**src/rtl/irr_pkg.sv**
```systemverilog
package irr_pkg;
    localparam logic [7:0] OFS_SEL  = 8'h00;
    localparam logic [7:0] OFS_WIN  = 8'h10;
    localparam logic [7:0] SEL_ID   = 8'h00;
    localparam logic [7:0] SEL_VER  = 8'h01;
    localparam logic [7:0] SEL_ARB  = 8'h02;
    localparam logic [7:0] SEL_TBL0 = 8'h10;
    localparam int ENT_W    = 64;
    localparam int RIRR_BIT = 14;
    localparam int MASK_BIT = 16;

    typedef enum logic [2:0] {
        K_ID,
        K_VER,
        K_ARB,
        K_ENT,
        K_VOID
    } win_kind_t;
endpackage

```
**src/rtl/irr_sel_decode.sv**
```systemverilog
module irr_sel_decode
    import irr_pkg::*;
#(
    parameter int NUM_PINS = 24,
    parameter int IDX_W    = 5
) (
    input  logic [7:0]       sel,
    output win_kind_t        kind,
    output logic [IDX_W-1:0] idx,
    output logic             upper
);
    logic [7:0] off;
    logic [6:0] full_idx;

    always_comb begin
        off      = sel - SEL_TBL0;
        full_idx = off[7:1];
        upper    = off[0];
        idx      = '0;
        if (sel == SEL_ID)       kind = K_ID;
        else if (sel == SEL_VER) kind = K_VER;
        else if (sel == SEL_ARB) kind = K_ARB;
        else if (sel >= SEL_TBL0 && {1'b0, full_idx} < 8'(NUM_PINS)) begin
            kind = K_ENT;
            idx  = full_idx[IDX_W-1:0];
        end else begin
            kind = K_VOID;
        end
    end
endmodule

```
**src/rtl/irr_entry_table.sv**
```systemverilog
module irr_entry_table
    import irr_pkg::*;
#(
    parameter int NUM_PINS = 24,
    parameter int IDX_W    = 5
) (
    input  logic                      clk,
    input  logic                      rst_n,
    input  logic                      wr_en,
    input  logic [IDX_W-1:0]          wr_idx,
    input  logic                      wr_upper,
    input  logic [31:0]               wr_data,
    input  logic [NUM_PINS-1:0]       rirr_set,
    input  logic [NUM_PINS-1:0]       rirr_clr,
    output logic [NUM_PINS*ENT_W-1:0] tbl_flat,
    output logic                      ev_pulse,
    output logic [IDX_W-1:0]          ev_idx,
    output logic                      ev_upper,
    output logic                      ev_mask_tog
);
    localparam logic [ENT_W-1:0] ENT_RST = ENT_W'(1) << MASK_BIT;

    typedef struct packed {
        logic             pulse;
        logic [IDX_W-1:0] idx;
        logic             upper;
        logic             mask_tog;
    } ev_t;

    logic [NUM_PINS-1:0] mask_vec;
    ev_t ev_d, ev_q;

    for (genvar i = 0; i < NUM_PINS; i++) begin : g_ent
        logic [ENT_W-1:0] ent_d, ent_q;
        logic             hit;

        always_comb begin
            hit   = wr_en && (wr_idx == IDX_W'(i));
            ent_d = ent_q;
            if (rirr_clr[i]) ent_d[RIRR_BIT] = 1'b0;
            if (rirr_set[i]) ent_d[RIRR_BIT] = 1'b1;
            if (hit) begin
                if (wr_upper) begin
                    ent_d[63:32] = wr_data;
                end else begin
                    ent_d[31:0]     = wr_data;
                    ent_d[RIRR_BIT] = 1'b0;
                end
            end
        end

        always_ff @(posedge clk) begin
            if (!rst_n) ent_q <= ENT_RST;
            else        ent_q <= ent_d;
        end

        assign tbl_flat[i*ENT_W +: ENT_W] = ent_q;
        assign mask_vec[i] = ent_q[MASK_BIT];
    end

    always_comb begin
        ev_d.pulse    = wr_en;
        ev_d.idx      = wr_idx;
        ev_d.upper    = wr_upper;
        ev_d.mask_tog = wr_en && !wr_upper && (mask_vec[wr_idx] != wr_data[MASK_BIT]);
    end

    always_ff @(posedge clk) begin
        if (!rst_n) ev_q <= '0;
        else        ev_q <= ev_d;
    end

    assign ev_pulse    = ev_q.pulse;
    assign ev_idx      = ev_q.idx;
    assign ev_upper    = ev_q.upper;
    assign ev_mask_tog = ev_q.mask_tog;
endmodule

```
**src/rtl/irr_route_regs.sv**
```systemverilog
module irr_route_regs
    import irr_pkg::*;
#(
    parameter int          NUM_PINS   = 24,
    parameter logic [7:0]  VERSION_ID = 8'h11,
    parameter int          IDX_W      = (NUM_PINS > 1) ? $clog2(NUM_PINS) : 1
) (
    input  logic                      clk,
    input  logic                      rst_n,
    input  logic                      bus_wr,
    input  logic                      bus_rd,
    input  logic [7:0]                bus_addr,
    input  logic [31:0]               bus_wdata,
    output logic [31:0]               bus_rdata,
    input  logic [NUM_PINS-1:0]       rirr_set,
    input  logic [NUM_PINS-1:0]       rirr_clr,
    output logic [NUM_PINS*64-1:0]    tbl_flat,
    output logic                      ent_wr_pulse,
    output logic [IDX_W-1:0]          ent_wr_idx,
    output logic                      ent_wr_upper,
    output logic                      ent_mask_toggled
);
    localparam logic [7:0]  LAST_PIN = 8'(NUM_PINS - 1);
    localparam logic [31:0] VER_WORD = {8'h00, LAST_PIN, 8'h00, VERSION_ID};

    typedef struct packed {
        logic [7:0]  sel;
        logic [3:0]  id;
        logic [31:0] rdata;
    } state_t;

    state_t           st_d, st_q;
    win_kind_t        kind;
    logic [IDX_W-1:0] dec_idx;
    logic             dec_upper;
    logic             tbl_wr;
    logic [63:0]      ent_sel;
    logic [31:0]      win_rd;
    logic [7:0]       sel_cur;

    assign sel_cur = st_q.sel;

    irr_sel_decode #(.NUM_PINS(NUM_PINS), .IDX_W(IDX_W)) u_dec (
        .sel   (st_q.sel),
        .kind  (kind),
        .idx   (dec_idx),
        .upper (dec_upper)
    );

    irr_entry_table #(.NUM_PINS(NUM_PINS), .IDX_W(IDX_W)) u_tbl (
        .clk         (clk),
        .rst_n       (rst_n),
        .wr_en       (tbl_wr),
        .wr_idx      (dec_idx),
        .wr_upper    (dec_upper),
        .wr_data     (bus_wdata),
        .rirr_set    (rirr_set),
        .rirr_clr    (rirr_clr),
        .tbl_flat    (tbl_flat),
        .ev_pulse    (ent_wr_pulse),
        .ev_idx      (ent_wr_idx),
        .ev_upper    (ent_wr_upper),
        .ev_mask_tog (ent_mask_toggled)
    );

    always_comb begin
        ent_sel = tbl_flat[{dec_idx, 6'd0} +: 64];
        case (kind)
            K_VER:       win_rd = VER_WORD;
            K_ID, K_ARB: win_rd = {4'h0, st_q.id, 24'h0};
            K_ENT:       win_rd = dec_upper ? ent_sel[63:32] : ent_sel[31:0];
            default:     win_rd = 32'hFFFF_FFFF;
        endcase
    end

    always_comb begin
        st_d   = st_q;
        tbl_wr = 1'b0;
        if (bus_wr && bus_addr == OFS_SEL) st_d.sel = bus_wdata[7:0];
        if (bus_wr && bus_addr == OFS_WIN) begin
            case (kind)
                K_ID:    st_d.id = bus_wdata[27:24];
                K_ENT:   tbl_wr  = 1'b1;
                default: ;
            endcase
        end
        if (bus_rd) begin
            case (bus_addr)
                OFS_SEL: st_d.rdata = {24'h0, st_q.sel};
                OFS_WIN: st_d.rdata = win_rd;
                default: st_d.rdata = 32'h0;
            endcase
        end
    end

    always_ff @(posedge clk) begin
        if (!rst_n) st_q <= '0;
        else        st_q <= st_d;
    end

    assign bus_rdata = st_q.rdata;
endmodule

```
**config.mk**
```make
export PLATFORM = sky130hd
export DESIGN_NAME = irr_route_regs
export DESIGN_NICKNAME = d
export VERILOG_FILES = /design/src/rtl/irr_pkg.sv /design/src/rtl/irr_sel_decode.sv /design/src/rtl/irr_entry_table.sv /design/src/rtl/irr_route_regs.sv
export SDC_FILE = /design/constraint.sdc
export NUM_CORES = 2
export LEC_CHECK = 0
export ABC_AREA = 0
export BUFFER_PORTS_ARGS = -buffer_cell sky130_fd_sc_hd__buf_2
export CAP_MARGIN = 15
export CORE_AREA = 2 2 644 646
export DETAILED_ROUTE_END_ITERATION = 6
export DIE_AREA = 0 0 646 648
export PLACE_DENSITY = 0.45
export SLEW_MARGIN = 10
export SYNTH_ARGS = -nofsm -noshare
export SYNTH_HDL_FRONTEND = slang
export SYNTH_SLANG_ARGS = --single-unit
```
**constraint.sdc**
```tcl
create_clock -name clk -period 3.3 [get_ports clk]
set_input_delay 0.99 -clock clk [delete_from_list [all_inputs] [get_ports clk]]
set_output_delay 0.99 -clock clk [all_outputs]
set_load 0.005 [all_outputs]
```
; ---- After elaboration in Yosys (flattened, before gate mapping)
; Cells that the tools add are included.
[classes]
n_addsub = 1
magnitude_cmp = 3
n_eq_ne = 30
shift = 1
mux = 111
bitwise = 1
reduce_logical = 84
[op_table]
columns = cell, count
row1 = $shiftx A1536 B12 Y64, 1
row2 = $mux W15, 48
row3 = $reduce_and A2 Y1, 49
row4 = $pmux W32 S3, 1
row5 = $pmux W32 S2, 1
row6 = $mux W1, 51
row7 = $eq A5 B4 Y1 const B, 8
row8 = $eq A5 B5 Y1 const B, 8
row9 = $mux W32, 1
row10 = $logic_and A1 B1 Y1, 29
row11 = $eq A5 B3 Y1 const B, 4
row12 = $mux W5, 4
row13 = $logic_not A8 Y1, 2
row14 = $mux W3, 4
row15 = $eq A5 B2 Y1 const B, 2
row16 = $eq A8 B1 Y1 const B, 1
row17 = $eq A8 B2 Y1 const B, 1
row18 = $eq A8 B5 Y1 const B, 1
row19 = $ge A8 B5 Y1 const B, 1
row20 = $sub A8 B5 Y8 const B, 1
row21 = $lt A7 B5 Y1 const B, 1
row22 = $eq A3 B2 Y1 const B, 2
row23 = $lt A5 B6 Y1 const B, 1
row24 = $bmux W1 S5, 1
row25 = 8 further kinds, 8
[totals]
ff_bits = 1588
in_bits = 92
out_inout_bits = 1576
elab_cells = 310

; ---- Logic depth before layout (Yosys ltp)
[depth]
depth_word = 12
ltp_mapped = 15
ltp_nobuf = 10

; ---- By module
; Synthesis repeated with hierarchy kept, for this count alone.
[unflattened]
hier_cells = 8004
area_unflattened_um2 = 71887.7
[by_module_without_submodules]
columns = mod, instances, cells_each, area_each_um2, seq_area_each_um2
row1 = irr_entry_table, 1, 6930, 57383.8, 30909.6
row2 = irr_route_regs, 1, 1048, 14311.2, 880.8
row3 = irr_sel_decode, 1, 26, 192.7, 0.0

; ---- Worst setup path before layout
; Ideal clock, no wire load.
[synth_timing]
kind = input -> register
from = in bus_addr[2]
to = reg u_tbl.g_ent[10].ent_q[33]
setup_time_ps = 132
arrival_ps = 2948
required_time_ps = 3168
slack_ps = 220
stages = 8
path_buffers = 1
cell_sequence = nor4_2 -> nand4_1 -> or3_1 -> nor2_1 -> nand2_1 -> clkbuf_1 -> nand2_1 -> a21oi_1
[synth_via]
elab_chain_cells = 5
[synth_lines]
columns = element, line_no
row1 = start: declaration, irr_route_regs.sv:12  ; input logic [7:0] bus_addr,
row2 = $eq A8 B5 Y1, irr_route_regs.sv:80  ; if (bus_wr && bus_addr == OFS_WIN) begin
row3 = $logic_and A1 B1 Y1, irr_route_regs.sv:80
row4 = $mux W1, irr_route_regs.sv:80
row5 = $logic_and A1 B1 Y1, irr_entry_table.sv:38  ; hit = wr_en && (wr_idx == IDX_W'(i));
row6 = $reduce_and A2 Y1 (no line), -
row7 = end signal: assignment, irr_entry_table.sv:54  ; else ent_q <= ent_d;
row8 = end: declaration, irr_entry_table.sv:34  ; logic [ENT_W-1:0] ent_d, ent_q;
; Every way passes these cells.
; A chain may end at the register's enable or synchronous reset.

; ---- Worst setup path in the final report
[layout_timing]
from = reg st_q, in the netlist sel_cur[5]
to = reg st_q, in the netlist bus_rdata[5]
[layout_via]
elab_chain_cells = 11
word_cells_on_any_way = 24
classes_between = add/sub (1) / order compare (2) / eq/ne (5) / shift (1) / mux (11) / reduce/logical (4)
[layout_lines]
columns = element, line_no
row1 = start: declaration, irr_route_regs.sv:32  ; state_t st_d, st_q;
row2 = start signal: assignment, irr_route_regs.sv:98  ; else st_q <= st_d;
row3 = $sub A8 B5 Y8, irr_sel_decode.sv:16  ; off = sel - SEL_TBL0;
row4 = $lt A7 B5 Y1, irr_sel_decode.sv:23  ; else if (sel >= SEL_TBL0 && {1'b0, full_idx} < 8'(NUM_PINS)) begin
row5 = $logic_and A1 B1 Y1, irr_sel_decode.sv:23
row6 = $mux W5 or $mux W3 (tied branches), irr_sel_decode.sv:23
row7 = $mux W5 or $mux W3 (tied branches), irr_sel_decode.sv:22  ; else if (sel == SEL_ARB) kind = K_ARB;
row8 = $mux W5 or $mux W3 (tied branches), irr_sel_decode.sv:21  ; else if (sel == SEL_VER) kind = K_VER;
row9 = $mux W5 or $mux W3 (tied branches), irr_sel_decode.sv:20  ; if (sel == SEL_ID) kind = K_ID;
row10 = $shiftx A1536 B12 Y64 (tied with other cells), irr_route_regs.sv:67  ; ent_sel = tbl_flat[{dec_idx, 6'd0} +: 64];
row11 = $mux W32 or $reduce_or A2 Y1 (tied branches), "irr_route_regs.sv:71, irr_route_regs.sv:68"
row12 = $pmux W32 S3, irr_route_regs.sv:68  ; case (kind)
row13 = $pmux W32 S2 *, irr_route_regs.sv:88  ; case (bus_addr)
; Every way passes the cells marked *; elsewhere a longest branch is shown, timed or not.

==> results.json <==
{
  "setup_viol": 19,
  "synth_nets": 9169,
  "antenna_left": 0,
  "grt_start_max_net_pins": 116,
  "clock-sinks": 1588,
  "root_buffer": "clkbuf_16",
  "crit_path_start_kind": "register",
  "violations": "DRC, setup timing",
  "layout_setup_ws_ns": -0.106,
  "worstSetupStartpoint": "sel_cur[5]$_SDFFE_PN0P_",
  "rsz0062_at_grt": "yes",
  "first_global_vias": 75200,
  "routed_via_density": 4.94,
  "clk_path_buf_depth": 4,
  "synthFlopType": "dfxtp_1",
  "hp-start": "rirr_set[3]",
  "routed_wl_um": 714000,
  "io_pins": 1668,
  "p_leak_uw": 0.0386,
  "netlist_instances": 9075,
  "slowest_delay_ns": 0.48,
  "layout_commonest_cell": "nand2_1",
  "layout.nets": 11200,
  "gp_congestion": 1.02,
  "finalCritPeriodShare_pct": 103,
  "max_slew.worst_pin.slew_ns": 1.16,
  "die_h_um": 648,
  "drv_slew": 0,
  "nFillCells": 45500,
  "final_cell_mix": "3,114 x nand2_1, 1,695 x a21oi_1, 1,634 x buf_2, 1,584 x dfxtp_1, 835 x buf_4",
  "setup-tns-final_ns": -0.370,
  "total_power_uw": 46300,
  "grt_overflow_total": 0,
  "ys_async_sr_fraction_pct": 0,
  "yosysUniqueCellTypes": 88,
  "drc": 1,
  "synth_top_family_by_area": "compound AO/OA/AOI/OAI gates",
  "initial_core_util_pct": 16.5,
  "grt_first_pass_wirelength_um": 883000,
  "finalClockSkew_ns": 0.0880,
  "synthAdderAreaFrac_pct": 0.0368,
  "die-area_mm2": 0.419,
  "power_density_mw_per_mm2": 460,
  "drtIter0Drc": 11100,
  "critPathMaxFanout": 17,
  "yosysTopAreaCell": "dfxtp_1",
  "track_usage_pct": 32.5,
  "synth_mux_area_share_pct": 4.45,
  "port_buffers": 1667,
  "maxCapViolCount": 0,
  "syn_area_mm2": 0.0681,
  "ys_seq_area_share_pct": 46.7,
  "worstPathArrival_ns": 4.23,
  "critical_path_class": "reg2reg",
  "ys_ff_latch": 1588,
  "clk_pin_slew_ns": 0.06,
  "crit_required_ns": 4.13,
  "clk_latency_ns": 1.00,
  "min_period_ns": 3.41,
  "synth-edff-count": 0,
  "htreeDepth": 4,
  "synth_top_area_share_pct": 46.7,
  "numCtsBuffers": 208,
  "crit_chain": "buf_4 > or3_4 > a31oi_4 > nor3_4 > buf_12 > clkbuf_16 > buf_8 > o22ai_1 > a21oi_1 > buf_4 > o22ai_1 > or3_4 > a31oi_1",
  "ff2ff_setup_slack_ns": -0.11,
  "synthToLayoutAreaGrowth_pct": 48.0,
  "rr_worst_depth": 13,
  "synth_warnings": 0,
  "vdd_drop_max_mv": 0.461,
  "synth-xor-area-share_pct": 0.0129,
  "drt-pass1-iter-count": 7,
  "hold_depth": 3,
  "row_count": 236,
  "die_w_um": 646,
  "antenna_found_initial": 45,
  "max_freq_ghz": 0.294,
  "cp-end-kind": "register",
  "slew_headroom_pct": 22.1,
  "fin_cells": 16800,
  "synth.avg_cell_area_um2": 7.50,
  "cts_tree": "done",
  "dpl.cell_count": 16400,
  "outcome": "finished, violations left",
  "post_route_cells_drive_above_1_share_pct": 30.9,
  "r2r-start": "sel_cur[5]$_SDFFE_PN0P_",
  "coreArea_mm2": 0.412,
  "hpwl_um": 560000,
  "post_drt_wl_per_cell_um": 42.4,
  "num_vias": 83000,
  "synth_compound_area_share_pct": 21.4,
  "hold_viol": 0,
  "synth_area_leaders": "dfxtp_1 47%, nand2_1 17%, a21oi_1 13%",
  "crit_slowest_cell": "o22ai_1",
  "min_path_type": "in2reg",
  "synth_simple_gate_area_share_pct": 21.3
}
[per-layer routing]
layer  global-route usage [%]  part of all wire [%]
met5                        0                0.0083
met4                     24.7                   9.6
met3                     10.1                   9.8
met2                     51.1                    44
met1                     36.7                    37
[layout make-up]
class	count	area, um2	area share (%)
Antenna cell	22	55.1	0.0546
Clock inverter	79	1270	1.27
Clock buffer	297	6080	6.03
Timing Repair Buffer	2776	20400	20.3
Tap cell	5474	6850	6.80
Sequential cell	1588	31800	31.6
Multi-Input combinational cell	6541	34100	33.9
Inverter	38	150	0.149
[sequential cells by signal (all words and copies together) (netlist names)]
| signal | count |
|---|---|
| bus_rdata | 32 |
| sel_cur | 8 |
| st_q | 4 |
| u_tbl.ev_idx | 5 |
| u_tbl.ev_mask_tog | 1 |
| u_tbl.ev_pulse | 1 |
| u_tbl.ev_upper | 1 |
| u_tbl.g_ent.ent_q | 1536 |
[through the flow]
stage | hold slack [ns] | utilization (%) | setup WS [ns] | cell area [um2]
finish | 0.254 | 24.5 | -0.106 | 101000
global route | 0.294 | 24.5 | -0.0160 | 101000
CTS | 0.205 | 24.2 | -0.0612 | 99800
detailed placement | 0.454 | 22.2 | -0.682 | 91300
global placement | 0.447 | 22.2 | -0.726 | 91300
floorplan | 0.453 | - | 0.220 | 68100
[final timing paths]
path / to
min: u_tbl.g_ent[3].ent_q[14]$_SDFF_PN0_
max: bus_rdata[5]$_SDFFE_PN0P_
max reg2reg: bus_rdata[5]$_SDFFE_PN0P_
min reg2reg: u_tbl.g_ent[11].ent_q[58]$_SDFFE_PN0P_
[worst max-delay path, delay by kind of cell, from the launching register on]
kind                   cells  cell delay [ns]
AO/OA/AOI/OAI              5             1.34
buffers and inverters      5             0.89
flip-flops                 1             0.31
AND/OR/NAND/NOR            3             0.74
[logic make-up after synthesis]
| logic type | after synthesis |
|---|---|
| AOI/OAI and AO/OA | 2576 |
| DFF | 1588 |
| buffers and inverters | 946 |
| xor gates and xnor gates | 1 |
| adders and majority gates | 2 |
| and+or+nand+nor | 3678 |
| muxes | 284 |
[synth_stat cells, types with 6 or more instances]
| master | number |
|---|---|
| nor3_1 | 66 |
| o32ai_1 | 9 |
| nand2_1 | 3157 |
| mux2_2 | 20 |
| mux2i_1 | 251 |
| a31o_2 | 6 |
| a31oi_1 | 10 |
| nor4_1 | 12 |
| or3_1 | 14 |
| nand2b_1 | 6 |
| buf_1 | 26 |
| mux4_2 | 13 |
| nor2b_1 | 96 |
| a221oi_1 | 10 |
| o2111ai_1 | 9 |
| nor2_1 | 204 |
| o41ai_1 | 6 |
| buf_2 | 284 |
| dfxtp_1 | 1588 |
| a211oi_1 | 106 |
| o221ai_1 | 96 |
| a41oi_1 | 6 |
| o22a_1 | 8 |
| o221a_2 | 7 |
| nand4_1 | 10 |
| nand3_1 | 65 |
| clkbuf_1 | 547 |
| buf_4 | 47 |
| o211ai_1 | 30 |
| a21oi_1 | 1729 |
| inv_1 | 38 |
| a2111oi_0 | 7 |
| o22ai_1 | 283 |
| and3_1 | 8 |
| o21ai_0 | 163 |
| a22oi_1 | 18 |
[power breakdown]
group	leakage (uW)	switching, uW	internal [uW]
Clock	0.00361	10500	14900
Sequential	0.0128	39.9	19200
Combinational	0.0222	1460	321
Total	0.0386	12000	34400
[timing repair]
item | CTS | global route
setup buffers | 23 | 5
pin swaps | 9 | 15
hold buffers | 0 | 0
gates cloned | 4 | 6
resized for setup | 161 | 144
setup endpoints to repair | 393 | 306
No activity file was read; power rests on OpenSTA's default activity.
